--- src/rtl/fetch_pick_pkg.sv ---
package fetch_pick_pkg;
  localparam int MAX_THREADS = 4;
  localparam int TID_W       = 2;
  localparam int STAT_W      = 3;

  typedef enum logic [STAT_W-1:0] {
    ST_RUN       = 3'd0,
    ST_IDLE      = 3'd1,
    ST_SQUASH    = 3'd2,
    ST_BLOCK     = 3'd3,
    ST_FILL_DONE = 3'd4,
    ST_WAIT_FILL = 3'd5,
    ST_WAIT_SLOT = 3'd6,
    ST_RSVD      = 3'd7
  } fstat_e;

  typedef enum logic [1:0] {
    POL_SOLO      = 2'd0,
    POL_ROTATE    = 2'd1,
    POL_FIRST_ACT = 2'd2,
    POL_BAD       = 2'd3
  } fpol_e;

  function automatic logic stat_can_fetch(input logic [STAT_W-1:0] s);
    return (s == ST_RUN) || (s == ST_IDLE) || (s == ST_FILL_DONE);
  endfunction
endpackage

--- src/rtl/fetch_pick_elig.sv ---
module fetch_pick_elig
  import fetch_pick_pkg::*;
#(
  parameter int NUM_THREADS = 4
) (
  input  logic [NUM_THREADS*STAT_W-1:0] thr_status,
  input  logic [NUM_THREADS-1:0]        thr_active,
  output logic [NUM_THREADS-1:0]        can_fetch,
  output logic [NUM_THREADS-1:0]        cand
);
  for (genvar t = 0; t < NUM_THREADS; t++) begin : g_thr
    assign can_fetch[t] = stat_can_fetch(thr_status[t*STAT_W +: STAT_W]);
    assign cand[t]      = can_fetch[t] & thr_active[t];
  end
endmodule

--- src/rtl/fetch_pick_rotor.sv ---
module fetch_pick_rotor
  import fetch_pick_pkg::*;
#(
  parameter int NUM_THREADS = 4
) (
  input  logic                   clk,
  input  logic                   rst_n,
  input  logic [NUM_THREADS-1:0] cand,
  input  logic                   advance_en,
  output logic                   hit,
  output logic [TID_W-1:0]       hit_tid
);
  localparam int FLAT_W = NUM_THREADS * TID_W;

  logic [TID_W-1:0]       order_q [NUM_THREADS];
  logic [TID_W-1:0]       order_d [NUM_THREADS];
  logic [TID_W-1:0]       pos;
  logic [MAX_THREADS-1:0] cand_pad;
  logic                   order_en;

  assign cand_pad = MAX_THREADS'(cand);

  // scan from the front of the list
  always_comb begin
    hit = 1'b0;
    pos = '0;
    for (int p = 0; p < NUM_THREADS; p++) begin
      if (!hit && cand_pad[order_q[p]]) begin
        hit = 1'b1;
        pos = TID_W'(p);
      end
    end
  end

  assign hit_tid  = hit ? order_q[pos] : '0;
  assign order_en = advance_en & hit;

  // winner to the tail, entries behind it shift forward
  always_comb begin
    for (int i = 0; i < NUM_THREADS; i++) begin
      int j;
      j = (i == NUM_THREADS - 1) ? i : i + 1;
      if (int'(pos) > i)             order_d[i] = order_q[i];
      else if (i == NUM_THREADS - 1) order_d[i] = order_q[pos];
      else                           order_d[i] = order_q[j];
    end
  end

  always_ff @(posedge clk or negedge rst_n) begin
    if (!rst_n) begin
      for (int i = 0; i < NUM_THREADS; i++) order_q[i] <= TID_W'(i);
    end else if (order_en) begin
      for (int i = 0; i < NUM_THREADS; i++) order_q[i] <= order_d[i];
    end
  end

  // checking support
  logic [FLAT_W-1:0]      order_flat;
  logic [MAX_THREADS-1:0] seen;
  always_comb begin
    seen = '0;
    for (int p = 0; p < NUM_THREADS; p++) begin
      order_flat[p*TID_W +: TID_W] = order_q[p];
      seen[order_q[p]] = 1'b1;
    end
  end

  assert_perm_R4: assert property (@(posedge clk) disable iff (!rst_n)
    seen == MAX_THREADS'((1 << NUM_THREADS) - 1));
  assert_pick_first_R3: assert property (@(posedge clk) disable iff (!rst_n)
    hit |-> cand_pad[hit_tid]);
  assert_to_tail_R4: assert property (@(posedge clk) disable iff (!rst_n)
    (advance_en && hit) |=> order_q[NUM_THREADS-1] == $past(hit_tid));
  assert_hold_R5: assert property (@(posedge clk) disable iff (!rst_n)
    !(advance_en && hit) |=> $stable(order_flat));
endmodule

--- src/rtl/fetch_thread_pick.sv ---
module fetch_thread_pick
  import fetch_pick_pkg::*;
#(
  parameter int NUM_THREADS = 4
) (
  input  logic                          clk,
  input  logic                          rst_n,
  input  logic [NUM_THREADS*STAT_W-1:0] thr_status,
  input  logic [NUM_THREADS-1:0]        thr_active,
  input  logic [1:0]                    policy_sel,
  input  logic                          advance,
  output logic [TID_W-1:0]              pick_tid,
  output logic                          pick_valid
);
  logic [NUM_THREADS-1:0] can_fetch;
  logic [NUM_THREADS-1:0] cand;
  logic [MAX_THREADS-1:0] can_pad;

  assign can_pad = MAX_THREADS'(can_fetch);

  fetch_pick_elig #(.NUM_THREADS(NUM_THREADS)) u_elig (
    .thr_status (thr_status),
    .thr_active (thr_active),
    .can_fetch  (can_fetch),
    .cand       (cand)
  );

  if (NUM_THREADS == 1) begin : g_one
    // single-thread bypass, policy is not consulted
    assign pick_valid = cand[0];
    assign pick_tid   = '0;

    assert_bypass_R8: assert property (@(posedge clk) disable iff (!rst_n)
      pick_valid |-> (thr_active[0] && can_pad[0]));
  end else begin : g_multi
    logic             rot_hit;
    logic [TID_W-1:0] rot_tid;
    logic             fa_any;
    logic [TID_W-1:0] fa_idx;
    logic             fa_valid;
    logic             rot_adv;

    assign rot_adv = advance & (policy_sel == POL_ROTATE);

    fetch_pick_rotor #(.NUM_THREADS(NUM_THREADS)) u_rotor (
      .clk        (clk),
      .rst_n      (rst_n),
      .cand       (cand),
      .advance_en (rot_adv),
      .hit        (rot_hit),
      .hit_tid    (rot_tid)
    );

    // lowest-numbered active thread
    always_comb begin
      fa_any = 1'b0;
      fa_idx = '0;
      for (int t = 0; t < NUM_THREADS; t++) begin
        if (!fa_any && thr_active[t]) begin
          fa_any = 1'b1;
          fa_idx = TID_W'(t);
        end
      end
    end
    assign fa_valid = fa_any & can_pad[fa_idx];

    always_comb begin
      pick_valid = 1'b0;
      pick_tid   = '0;
      case (policy_sel)
        POL_SOLO: begin
          pick_valid = 1'b1;
          pick_tid   = '0;
        end
        POL_ROTATE: begin
          pick_valid = rot_hit;
          pick_tid   = rot_tid;
        end
        POL_FIRST_ACT: begin
          pick_valid = fa_valid;
          pick_tid   = fa_valid ? fa_idx : '0;
        end
        default: begin
          pick_valid = 1'b0;
          pick_tid   = '0;
        end
      endcase
    end

    assert_solo_R6: assert property (@(posedge clk) disable iff (!rst_n)
      (policy_sel == POL_SOLO) |-> (pick_valid && pick_tid == '0));
    assert_bad_policy_R9: assert property (@(posedge clk) disable iff (!rst_n)
      (policy_sel == POL_BAD) |-> !pick_valid);
    assert_status_ok_R1: assert property (@(posedge clk) disable iff (!rst_n)
      (pick_valid && policy_sel != POL_SOLO) |-> can_pad[pick_tid]);
  end

  assert_tid_zero_R10: assert property (@(posedge clk) disable iff (!rst_n)
    !pick_valid |-> pick_tid == '0);
endmodule

--- config.mk ---
export PLATFORM = sky130hd
export DESIGN_NAME = fetch_thread_pick
export DESIGN_NICKNAME = d
export VERILOG_FILES = /design/src/rtl/fetch_pick_pkg.sv /design/src/rtl/fetch_pick_elig.sv /design/src/rtl/fetch_pick_rotor.sv /design/src/rtl/fetch_thread_pick.sv
export SDC_FILE = /design/constraint.sdc
export NUM_CORES = 1
export LEC_CHECK = 0
export ABC_CLOCK_PERIOD_IN_PS = 2700
export BUFFER_PORTS_ARGS = -buffer_cell sky130_fd_sc_hd__buf_2
export CORE_MARGIN = 5
export CORE_UTILIZATION = 51
export DETAILED_ROUTE_END_ITERATION = 6
export HOLD_SLACK_MARGIN = 0.1
export PLACE_DENSITY_LB_ADDON = 0.08
export SYNTH_ARGS = -nofsm -noshare
export SYNTH_HDL_FRONTEND = slang
export SYNTH_SLANG_ARGS = --single-unit
--- constraint.sdc ---
create_clock -name clk -period 2.7 [get_ports clk]
set_input_delay 0.405 -clock clk [delete_from_list [all_inputs] [get_ports clk]]
set_output_delay 0.405 -clock clk [all_outputs]
set_load 0.005 [all_outputs]
Word level (Yosys, flattened, before mapping)
Cells that the tools add are included.
{ "totals": {"register_bits": 8, "in_bits": 21, "output_inout_bits": 3} }
{ "classes": {"order_cmp": 9, "n_eq_ne": 10, "n_mux": 31, "bitwise": 11, "n_reduce_logical": 28} }
{ "ops": {"columns": ["op", "count"], "rows": [
  ["two-way mux 2 bit", 8],
  ["less-than comparator 2 x 3 -> 1 bit, second input constant", 5],
  ["two-way mux 1 bit", 15],
  ["equality test 3 x 1 -> 1 bit, second input constant", 4],
  ["equality test 3 bit, second input constant", 4],
  ["zero test 3 bit", 4],
  ["binary-select mux 1 bit (select 2 bit)", 5],
  ["logical OR 1 bit", 8],
  ["bitwise AND 1 bit", 7],
  ["logical AND 1 bit", 6],
  ["zero test 1 bit", 6],
  ["AND reduction 2 bit", 3],
  ["binary-select mux 2 bit (select 2 bit)", 1],
  ["greater-than comparator 2 x 1 -> 1 bit, second input constant", 2],
  ["case mux 2 bit (2 select lines)", 1],
  [">= comparator 3 bit, second input constant", 1],
  ["NOT 1 bit", 3],
  ["NOT 2 -> 3 bit", 1],
  ["case mux 1 bit (3 select lines)", 1],
  ["equality test 2 x 1 -> 1 bit, second input constant", 1],
  ["equality test 2 bit, second input constant", 1],
  ["greater-than comparator 2 bit, second input constant", 1],
  ["zero test 2 bit", 1]
]} }

Longest topological paths before layout
{ "depth": {"ltp_word": 22, "depth_mapped": 6, "mapped_depth_nobuf": 6} }

Hierarchy
From an unflattened synthesis, not the netlist that was laid out.
{ "hier_totals": {"hier_cells": 84, "area_unflattened_um2": 812.0} }
{ "modules_own_cells": {"columns": ["mod", "n_inst", "cells_each", "area_each_um2"], "rows": [
  ["fetch_pick_rotor", 1, 49, 568.0],
  ["fetch_thread_pick", 1, 27, 183.9],
  ["fetch_pick_elig", 1, 8, 60.1]
]} }

Least setup slack after synthesis
OpenSTA, ideal clock, no wires.
{ "synth_timing": {"kind": "in2out", "start": "input port thr_status[8]", "end": "output port pick_tid[1]", "arrival_time_ps": 1984, "required_ps": 2295, "path_slack_ps": 311, "cell_stages": 6, "n_path_buf": 0, "cell_sequence": "a21oi_1 > and2_4 > mux4_2 > a211o_1 > a211o_1 > o32ai_2"} }
{ "synth_via": {"elab_chain_len": 22, "word_cells_on_any_way": 37, "classes_between": "eq/ne (2); mux (23); bitwise (3); reduce/logical (9)"} }
{ "synth_lines": {"columns": ["element", "line_no", "source"], "rows": [
  ["start, declared", "fetch_thread_pick.sv:8", "input logic [NUM_THREADS*STAT_W-1:0] thr_status,"],
  ["equality test 3 x 1 -> 1 bit / zero test 3 bit (equally long branches)", "fetch_pick_pkg.sv:25", "return (s == ST_RUN) || (s == ST_IDLE) || (s == ST_FILL_DONE);"],
  ["logical OR 1 bit", "fetch_pick_pkg.sv:25", null],
  ["logical OR 1 bit *", "fetch_pick_pkg.sv:25", null],
  ["bitwise AND 1 bit", "fetch_pick_elig.sv:13", "assign cand[t] = can_fetch[t] & thr_active[t];"],
  ["binary-select mux 1 bit (select 2 bit)", "fetch_pick_rotor.sv:28", "if (!hit && cand_pad[order_q[p]]) begin"],
  ["two-way mux 1 bit (not written as such)", "fetch_pick_rotor.sv:28", null],
  ["two-way mux 1 bit", "fetch_pick_rotor.sv:28", null],
  ["zero test 1 bit", "fetch_pick_rotor.sv:28", null],
  ["[5 not listed]", null, null],
  ["zero test 1 bit", "fetch_pick_rotor.sv:28", null],
  ["logical AND 1 bit", "fetch_pick_rotor.sv:28", null],
  ["two-way mux 2 bit", "fetch_pick_rotor.sv:28", null],
  ["NOT 2 -> 3 bit (not written as such)", "fetch_pick_rotor.sv:35", "assign hit_tid = hit ? order_q[pos] : '0;"],
  ["binary-select mux 2 bit (select 2 bit)", "fetch_pick_rotor.sv:35", null],
  ["two-way mux 2 bit (not written as such) (2 in series)", "fetch_pick_rotor.sv:35", null],
  ["two-way mux 2 bit", "fetch_pick_rotor.sv:35", null],
  ["case mux 2 bit (2 select lines) *", "fetch_thread_pick.sv:70", "case (policy_sel)"],
  ["end, declared", "fetch_thread_pick.sv:12", "output logic [TID_W-1:0] pick_tid,"]
]} }
Every way passes the cells marked *; elsewhere a longest branch is shown, timed or not. The select of a mux whose other input is x is not followed.

Worst setup path after layout
{ "layout_timing": {"start": "register g_multi.u_rotor.order_q, in the netlist g_multi.u_rotor.order_flat[4]", "end": "output port pick_tid[0]"} }
{ "layout_via": {"elab_chain_len": 13, "word_cells_on_any_way": 15, "classes_between": "mux (11); bitwise (1); reduce/logical (3)"} }
{ "layout_lines": {"columns": ["element", "line_no", "source"], "rows": [
  ["start, declared", "fetch_pick_rotor.sv:15", "logic [TID_W-1:0] order_q [NUM_THREADS];"],
  ["binary-select mux 1 bit (select 2 bit)", "fetch_pick_rotor.sv:28", null],
  ["two-way mux 1 bit (not written as such)", "fetch_pick_rotor.sv:28", null],
  ["logical AND 1 bit", "fetch_pick_rotor.sv:28", null],
  ["two-way mux 1 bit", "fetch_pick_rotor.sv:28", null],
  ["zero test 1 bit", "fetch_pick_rotor.sv:28", null],
  ["logical AND 1 bit", "fetch_pick_rotor.sv:28", null],
  ["two-way mux 2 bit", "fetch_pick_rotor.sv:28", null],
  ["NOT 2 -> 3 bit (not written as such)", "fetch_pick_rotor.sv:35", null],
  ["binary-select mux 2 bit (select 2 bit)", "fetch_pick_rotor.sv:35", null],
  ["two-way mux 2 bit (not written as such) (2 in series)", "fetch_pick_rotor.sv:35", null],
  ["two-way mux 2 bit *", "fetch_pick_rotor.sv:35", null],
  ["case mux 2 bit (2 select lines) *", "fetch_thread_pick.sv:70", null]
]} }
Marked as above.

==> impl_results.rst <==
.. list-table::
   :header-rows: 1

   * - Metric
     - Value
   * - Worst setup margin
     - 0.0489 ns
   * - DR iter-0 viols
     - 13
   * - Count of inserted antenna diode cells
     - 0
   * - Post-Synthesis Cell Area
     - 885 µm²
   * - Worst setup slack after placement
     - 0.133 ns
   * - Highest clock rate
     - 0.377 GHz
   * - NumNets Final
     - 158
   * - Run status
     - finished, final reports clean
   * - Count of clock tree sinks
     - 8
   * - Number of levels in the clock H-tree
     - 1
   * - Flip-flop count of the largest register after layout
     - 8
   * - Number of buffers inserted during clock tree synthesis
     - 3
   * - Largest fanout on the critical path
     - 7
   * - Total count of max-transition violations in the final report
     - 0
   * - Crit start category
     - register
   * - Beginning of the worst register-to-register path
     - g_multi.u_rotor.order_flat[2]
   * - Number of flip-flops and latches in the synthesized netlist
     - 8
   * - Initial Util
     - 52.4%
   * - Netlist cell types
     - 36
   * - Async S/R FF share, synth
     - 100%
   * - Synthesized area per cell
     - 9.21 µm²
   * - Critical path endpoint category
     - primary output
   * - Die outline width
     - 51.6 µm
   * - Path category of the worst min-delay check
     - in2async
   * - Syn Nets
     - 121
   * - DRC
     - 0
   * - Routed wire per std cell
     - 14.2 µm
   * - Worst-case clock skew
     - 0.0113 ns
   * - Die outline area
     - 2670 µm²
   * - Clock tree from TritonCTS
     - built
   * - Number of warnings printed during yosys synthesis
     - 0
   * - Cells after synthesis
     - 96
   * - Hold violation total from the final report
     - 0
   * - IO Port Bufs
     - 23
   * - Clock latency on the worst-skew pair
     - 0.27 ns
   * - Final setup violating endpoints
     - 0
   * - Share of final-layout standard cells stronger than drive strength 1
     - 44.7%
   * - Worst supply voltage drop on vdd
     - 0.581 mV
   * - Number of cell instances on the worst register-to-register path
     - 6
   * - Area of the core
     - 1690 µm²
   * - Number of nets still failing antenna checks after routing
     - 0
   * - Post-route design area
     - 1140 µm²
   * - Initial antenna violation count
     - 0
   * - Min cycle time layout
     - 2.65 ns
   * - Reported leakage power
     - 0.531 nW
   * - Pre-Repair DR Iteration Count
     - 4
   * - DPL Wire Length
     - 1.68 mm
   * - Crit path arrival time
     - 2.25 ns
   * - Die height
     - 51.6 µm
   * - Clock-pin slew reported for the worst setup and hold paths after clock tree synthesis
     - 0.06 ns
   * - Power per Cell Area
     - 767 nW/µm²
   * - Placed cell count
     - 141
   * - Setup CP Type
     - reg2out
   * - Final Wtd Congestion
     - 0.898
   * - Flop-to-flop setup slack
     - 0.56 ns
   * - Filler-free cell count of the finished design
     - 149
   * - Period utilisation layout
     - 98.2%
   * - Top FF cell, synth
     - dfstp_2
   * - All-Layer GR Usage
     - 18.6%
   * - Sequential share of the synthesized area
     - 23.2%
   * - Number of buffers on the longest clock path
     - 2
   * - Vias in the first global route
     - 807
   * - Cell accounting for the most synthesized area
     - dfstp_2
   * - Count of max-cap constraint violations
     - 0
   * - Placed instance area
     - 1060 µm²
   * - CTS root buf
     - clkbuf_4
   * - Wire length of the first global-routing pass
     - 3.57 mm
   * - Worst slew margin relative to its limit
     - 78.0%
   * - Worst-margin pin slew
     - 0.329 ns
   * - Share of the core filled with cells
     - 67.3%
   * - Synth top area share
     - 11.9%
   * - Via count
     - 878
   * - Vias per cell
     - 5.89
   * - Boundary Pins
     - 24
   * - Required time reported for the critical path endpoint
     - 2.30 ns
   * - Layout-stage area growth over the synthesis result
     - 28.6%
   * - Largest net degree at the start of global routing
     - 9
   * - Dominant cells by area after synthesis
     - dfstp_2 (12%), dfrtp_1 (11%), mux4_2 (7.6%), ha_1 (5.7%), nor2_1 (5.5%)
   * - Count of standard-cell rows
     - 15
   * - Post-synth EDFFs
     - 0
   * - Overflow left after global routing
     - 0
   * - Reg-to-reg critical path endpoint
     - g_multi.u_rotor.order_flat[6]
   * - RSZ-0062 raised after global routing
     - true
   * - Wire length after detailed routing
     - 2.12 mm
area by class of cell:
type,instances,area [µm²]
clock buffers,4,26.3
fillers,147,552
inverters,6,22.5
multi-input cells,82,676
flip-flops and latches,8,206
well taps,17,21.3
repair buffers,32,185
per-stage QoR:
step / setup TNS (ns) / total power [mW] / hold WS (ns)
after global routing: -0.0824 / 0.941 / 0.515
after detailed placement: 0 / 0.715 / 0.251
after global placement: 0 / 0.714 / 0.248
after floorplan: 0 / 0.581 / 0.109
final: 0 / 0.873 / 0.502
after CTS: 0 / 0.849 / 0.488
kinds of logic after synthesis:
kind of cell | synth area share, %
AND/OR/NAND/NOR | 25.9
buffers and inverters | 2.55
multiplexers | 24.5
adder cells (fa/ha/maj) | 5.66
flip-flops | 23.2
AO/OA/AOI/OAI | 18.2
synth_stat cells, drive strengths merged, types with 2 or more instances:
cell type,count
mux2i,4
nor2,13
nand2,9
a21oi,5
o21ai,5
ha,4
a211o,2
nor3,3
nor4,2
dfstp,4
mux2,7
mux4,4
dfrtp,4
nand3,5
inv,6
and2,4
critical path: stages (launching register included):
cell      delay, ns
dfrtp_2        0.44
and3_4         0.19
a22o_4         0.24
nand3b_1       0.29
mux2i_1        0.20
a221oi_2       0.35
a32o_1         0.16
buf_2          0.10
routing by layer:
layer / global-route usage [%] / wire [µm] / up-vias
met5: 0 / 0 / -
met4: 11.4 / 56 / 0
met3: 5.44 / 115 / 6
met2: 26.3 / 980 / 33
met1: 24.6 / 966 / 405
li1: - / - / 434
how the worst max path moves through the flow:
stage,from,end,slack [ns],depth (start not counted)
floorplan,thr_status[8],pick_tid[1],0.31,6
global placement,thr_status[8],pick_tid[1],0.14,8
detailed placement,thr_status[8],pick_tid[1],0.13,8
CTS,g_multi.u_rotor.order_flat[2],pick_tid[1],0.008,5
global route,g_multi.u_rotor.order_flat[4],pick_tid[0],-0.06,7
finish,g_multi.u_rotor.order_flat[4],pick_tid[0],0.05,7
cells in the final DEF (no fill, tap or decap), types with 2 or more instances in the layout:
cell type,count
nor3_1,3
nand3_1,5
dfrtp_1,3
inv_1,6
o21ai_0,5
nand2_1,9
dfstp_2,4
and2_4,4
buf_4,8
mux4_2,3
mux2_1,2
mux2i_1,4
mux2_2,4
nor2_1,13
ha_1,4
a211o_1,2
buf_2,23
a21oi_1,2
a21oi_2,3
clkbuf_4,3
power by group:
| part | switching, mW | total, mW | internal, mW |
|---|---|---|---|
| clock | 0.0459 | 0.103 | 0.0568 |
| sequential | 0.0889 | 0.290 | 0.201 |
| combinational | 0.213 | 0.480 | 0.267 |
timing repair:
item,in CTS,in global routing
setup endpoints to repair,2,2
pin swaps,1,6
endpoints found under the hold margin,4,0
hold buffers,1,0
setup buffers,1,2
gates resized for setup,1,3
Power figures use the tool's default switching activity.
